File: src/rtl/clk_lane_rx_pkg.sv
package clk_lane_rx_pkg;
  typedef enum logic [1:0] {
    LP_BRIDGE = 2'b00,
    LP_LOW_P  = 2'b01,
    LP_LOW_N  = 2'b10,
    LP_STOP   = 2'b11
  } lp_code_e;
endpackage

File: src/rtl/clk_lane_dly_timer.sv
module clk_lane_dly_timer #(
  parameter int TW = 8
) (
  input  logic          clk,
  input  logic          rst,
  input  logic          clear,
  input  logic          load,
  input  logic [TW-1:0] load_val,
  output logic          done
);
  localparam logic [TW-1:0] ONE = TW'(1);

  logic [TW-1:0] cnt;

  always_ff @(posedge clk) begin
    if (rst || clear) begin
      cnt  <= '0;
      done <= 1'b0;
    end else if (load) begin
      cnt  <= load_val;
      done <= (load_val == '0);
    end else if (cnt != '0) begin
      cnt <= cnt - ONE;
      if (cnt == ONE) done <= 1'b1;
    end
  end

  AST_DONE_HOLDS: assert property (@(posedge clk) disable iff (rst)
    (done && !clear && !load) |=> done);
endmodule

File: src/rtl/clk_lane_miss_wdog.sv
module clk_lane_miss_wdog #(
  parameter int TW = 8
) (
  input  logic          clk,
  input  logic          rst,
  input  logic          clear,
  input  logic          mon_en,
  input  logic          clk_edge,
  input  logic [TW-1:0] miss_len,
  output logic          timeout
);
  localparam logic [TW-1:0] ONE = TW'(1);
  localparam logic [TW-1:0] TOP = '1;

  logic [TW-1:0] gap_cnt;
  logic [TW-1:0] gap_nxt;

  always_comb begin
    gap_nxt = gap_cnt + ONE;
    timeout = mon_en && !clk_edge && (miss_len != '0) && (gap_nxt == miss_len);
  end

  always_ff @(posedge clk) begin
    if (rst || clear) begin
      gap_cnt <= '0;
    end else if (mon_en) begin
      if (clk_edge || timeout) gap_cnt <= '0;
      else if (gap_cnt != TOP) gap_cnt <= gap_nxt;
    end
  end

  AST_STROBE_RESTARTS: assert property (@(posedge clk) disable iff (rst)
    (mon_en && clk_edge && !clear) |=> (gap_cnt == '0));
endmodule

File: src/rtl/clk_lane_rx_seq.sv
module clk_lane_rx_seq #(
  parameter int TW = 8
) (
  input  logic          clk,
  input  logic          rst,
  input  logic [1:0]    lp_state,
  input  logic          clk_edge,
  input  logic [TW-1:0] term_dly,
  input  logic [TW-1:0] settle_len,
  input  logic [TW-1:0] miss_len,
  input  logic          err_clr,
  output logic          term_en,
  output logic          hs_rx_en,
  output logic          clk_valid,
  output logic          miss_err
);
  import clk_lane_rx_pkg::*;

  logic active;
  logic at_stop;
  logic entry;
  logic settle_done;
  logic mon_en;
  logic timeout;
  logic restart;

  always_comb begin
    at_stop = (lp_code_e'(lp_state) == LP_STOP);
    entry   = !active && (lp_code_e'(lp_state) == LP_BRIDGE);
    mon_en  = active && settle_done && hs_rx_en;
    restart = at_stop || entry;
  end

  clk_lane_dly_timer #(.TW(TW)) u_term_tmr (
    .clk(clk), .rst(rst), .clear(at_stop), .load(entry),
    .load_val(term_dly), .done(term_en)
  );

  clk_lane_dly_timer #(.TW(TW)) u_settle_tmr (
    .clk(clk), .rst(rst), .clear(at_stop), .load(entry),
    .load_val(settle_len), .done(settle_done)
  );

  clk_lane_miss_wdog #(.TW(TW)) u_wdog (
    .clk(clk), .rst(rst), .clear(restart), .mon_en(mon_en),
    .clk_edge(clk_edge), .miss_len(miss_len), .timeout(timeout)
  );

  always_ff @(posedge clk) begin
    if (rst || at_stop) begin
      active    <= 1'b0;
      hs_rx_en  <= 1'b0;
      clk_valid <= 1'b0;
    end else if (entry) begin
      active    <= 1'b1;
      hs_rx_en  <= 1'b1;
      clk_valid <= 1'b0;
    end else if (timeout) begin
      hs_rx_en  <= 1'b0;
      clk_valid <= 1'b0;
    end else if (mon_en && clk_edge) begin
      clk_valid <= 1'b1;
    end
  end

  always_ff @(posedge clk) begin
    if (rst)           miss_err <= 1'b0;
    else if (timeout)  miss_err <= 1'b1;
    else if (err_clr)  miss_err <= 1'b0;
  end

  AST_STOP_EMPTIES: assert property (@(posedge clk) disable iff (rst)
    at_stop |=> (!term_en && !hs_rx_en && !clk_valid));
  AST_VALID_NEEDS_RX: assert property (@(posedge clk) disable iff (rst)
    clk_valid |-> hs_rx_en);
  AST_VALID_AFTER_SETTLE: assert property (@(posedge clk) disable iff (rst)
    $rose(clk_valid) |-> ($past(clk_edge) && $past(settle_done)));
  AST_TIMEOUT_DROPS_RX: assert property (@(posedge clk) disable iff (rst)
    timeout |=> (!hs_rx_en && !clk_valid && miss_err));
  AST_ERR_STICKY: assert property (@(posedge clk) disable iff (rst)
    (miss_err && !err_clr) |=> miss_err);
  AST_NO_REENTRY: assert property (@(posedge clk) disable iff (rst)
    (active && !at_stop) |=> active);
  AST_TERM_IN_SEQ: assert property (@(posedge clk) disable iff (rst)
    $rose(term_en) |-> active);
endmodule

File: config.mk
export PLATFORM = sky130hd
export DESIGN_NAME = clk_lane_rx_seq
export DESIGN_NICKNAME = d
export VERILOG_FILES = /design/src/rtl/clk_lane_rx_pkg.sv /design/src/rtl/clk_lane_dly_timer.sv /design/src/rtl/clk_lane_miss_wdog.sv /design/src/rtl/clk_lane_rx_seq.sv
export SDC_FILE = /design/constraint.sdc
export NUM_CORES = 1
export LEC_CHECK = 0
export ABC_AREA = 1
export BUFFER_PORTS_ARGS = -buffer_cell sky130_fd_sc_hd__buf_4
export CAP_MARGIN = 25
export CORE_UTILIZATION = 50
export DETAILED_ROUTE_END_ITERATION = 10
export PLACE_DENSITY = 0.75
export SYNTH_ARGS = -nofsm -noshare
export SYNTH_HDL_FRONTEND = slang
export SYNTH_SLANG_ARGS = --single-unit
export TNS_END_PERCENT = 100
File: constraint.sdc
create_clock -name clk -period 1.57 [get_ports clk]
set_input_delay 0.0785 -clock clk [delete_from_list [all_inputs] [get_ports clk]]
set_output_delay 0.0785 -clock clk [all_outputs]
set_load 0.005 [all_outputs]
==> qor.yml <==
crit_path_end_kind: "register"
netlist.area_leader.share_pct: 30.9
max_slew_margin_pct: 62.0
syn_area_mm2: 0.00194
avgSynthCellArea_um2: 6.22
required_ps: 1750
slew_violations: 0
clk_pin_slew_ps: 60
core-area_mm2: 0.00369
io_pins: 34
port_buffers: 33
cts_sinks: 30
grt_max_degree: 20
initial_utilization_pct: 52.6
fin_area_mm2: 0.00260
power.share.switching_pct: 41.8
hold_violations: 0
fmax_ghz: 0.561
yosysMostFrequentCell: "nand2_1"
clock_path_buffers: 2
antenna_found_initial: 0
switching_power_w: 0.00152
arrival_ps: 1960
fin_skew_ps: 4.24
synth.area.top_cells: "dfxtp_1 (31%), nand2_1 (16%), inv_1 (8.7%), nand3_1 (7.0%), a21oi_1 (6.2%)"
cts_max_level: 2
maxCapViolCount: 0
p_comb_share_pct: 52.6
via_per_inst: 5.13
cts_tree: "built"
seq_area_frac_synth_pct: 30.9
worst_pin_slew_ps: 569
setup_violations: 11
layout.nets: 410
yosys.area.top_type: "dfxtp_1"
leakage_nw: 1.22
fin_crit_ps: 1780
power_density_mw_per_mm2: 1400
synth.yosys.warnings: 0
grt-ovfl-total: 0
r2r_start: "u_wdog.gap_cnt[0]"
power_frac_seq_pct: 31.1
grt_pass1_wl_mm: 8.35
wl_met1_mm: 2.08
drc: 0
critical_path_class: "register to register"
start_kind: "register"
ys_ff_latch: 30
netlist_instances: 312
first_pass_iters: 4
grt_usage_pct: 25.9
hpwl_mm: 3.75
setup_slack_ps: -213
min_from: "err_clr"
antenna-diode-count: 0
post-place-ws_ps: -236
synth_nets: 347
grt_pass1_vias: 2032
drive_above_1_share_pct: 24.2
rsz0062_at_grt: "yes"
cp-startpoint: "u_wdog.gap_cnt[0]"
ys.flop_type: "dfxtp_1"
ir_drop_v: 0.00151
wl_met2_mm: 2.53
crit_fanout: 10
synth.top_cells.by_count: "nand2_1 (85), inv_1 (45), dfxtp_1 (30), nor2_1 (30), nand3_1 (27)"
power.internal_w: 0.00212
status: "finished, violations left"
area_delta_synth_final_pct: 34.0
die_y_um: 64.3
cts_root_buf: "clkbuf_8"
drtAntennaViolNets: 0
clock_latency_ps: 280
num_rows: 22
route.detailed.wl_per_inst_um: 11.5
synth_cell_types: 25
wl_met3_um: 226
die_x_um: 64.3
numCtsBuffers: 5
fin_crit_sh_pct: 114
die-area_mm2: 0.00413
gp_congestion: 0.895
wl_mm: 4.90
synth-edff-count: 0
dr.max_layer_used: "met4"
violations: "setup timing"
hp-class: "primary input to register"
clockPowerShare_pct: 16.3
ys_async_sr_fraction_pct: 0
n_fill_cell: 328
num_vias: 2176
dpl_cell_area_mm2: 0.00246
drtIter0Drc: 96
[registers in the layout, indices dropped and copies added, names as in the netlist]
register	cells
u_settle_tmr.done	1
clk_valid	1
active	1
u_wdog.gap_cnt	8
u_term_tmr.done	1
u_settle_tmr.cnt	8
miss_err	1
hs_rx_en	1
u_term_tmr.cnt	8
[per-stage QoR]
stage / instances / util, % / hold WS, ps / setup TNS [ps] / total power [W]
5_1_grt: 424 / 70.5 / 56.4 / -3340 / 0.00398
3_5_place_dp: 413 / 66.6 / 247 / -2000 / 0.00297
2_1_floorplan: 312 / - / 148 / -96.1 / 0.00246
4_1_cts: 423 / 69.9 / 41.7 / -1970 / 0.00360
3_3_place_gp: 413 / 66.6 / 244 / -1960 / 0.00293
6_report: 424 / 70.5 / 45.3 / -1750 / 0.00364
[layout by cell type (no fill, tap or decap), drive strengths merged, types with 3 or more instances in the layout]
cell / count
nor3: 17
nor4: 4
nand3: 29
xor2: 7
o21ai: 4
clkinv: 3
inv: 45
nand4: 3
xnor2: 3
dfxtp: 30
ha: 5
a21oi: 24
nand2: 88
buf: 62
clkbuf: 6
nor2: 36
a31oi: 3
[routing by layer]
layer  track usage [%]  vias to the layer above
met5                 0                        -
met4              8.06                        0
met3              6.07                        7
met2              47.8                       49
met1              28.8                      995
li1                  -                     1125
[final timing paths]
check | cells past startpoint | slack (ps) | end
setup reg to reg | 13 | -210 | u_wdog.gap_cnt[3]
hold reg to reg | 2 | 480 | miss_err
hold / removal | 4 | 50 | miss_err
setup / recovery | 13 | -210 | u_wdog.gap_cnt[3]
[power by group through the flow]
stage                     registers [W]  logic (W)  clock network [W]
final                           0.00113    0.00191           0.000592
after global routing            0.00115    0.00218           0.000645
after CTS                       0.00112    0.00186           0.000610
after detailed placement        0.00113    0.00184                  0
after global placement          0.00113    0.00180                  0
after floorplan                 0.00110    0.00135                  0
[worst max-delay path, cell delays in order, from the launching register on]
cell and delay (ps):
dfxtp_4 370, ha_4 280, inv_1 40, nand2_1 50, nand3_1 60, nor2_1 100, nand3_1 90, nor2_1 120
nand3_2 130, buf_12 170, nand2_2 50, nor2_1 40, o21bai_1 130, inv_1 50
[layout make-up]
| class | instances | area, um^2 | area share, % |
|---|---|---|---|
| tap | 48 | 60.1 | 2.31 |
| inverter | 46 | 173 | 6.64 |
| timing repair buffer | 63 | 495 | 19.0 |
| multi-input combinational | 229 | 1180 | 45.4 |
| sequential | 30 | 611 | 23.5 |
| clock buffer | 6 | 72.6 | 2.79 |
| clock inverter | 2 | 8.76 | 0.337 |
[timing repair]
item	in CTS	in global routing
resized for setup	6	5
hold endpoints to repair	1	0
setup endpoints to repair	11	14
hold buffers	1	0
pin swaps	1	0
gates cloned	0	0
buffers inserted	1	1
[cells by family (layout without fill, tap and decap cells)]
group | Yosys count | in the layout | share of synthesized area (%)
AND/OR/NAND/NOR | 177 | 177 | 39.8
buffers and inverters | 53 | 117 | 11.0
AO/OA/AOI/OAI | 37 | 37 | 10.5
flip-flops | 30 | 30 | 30.9
XOR/XNOR | 10 | 10 | 4.51
adder cells (fa/ha/maj) | 5 | 5 | 3.22
Note: power is estimated with default switching activity, not from simulation.
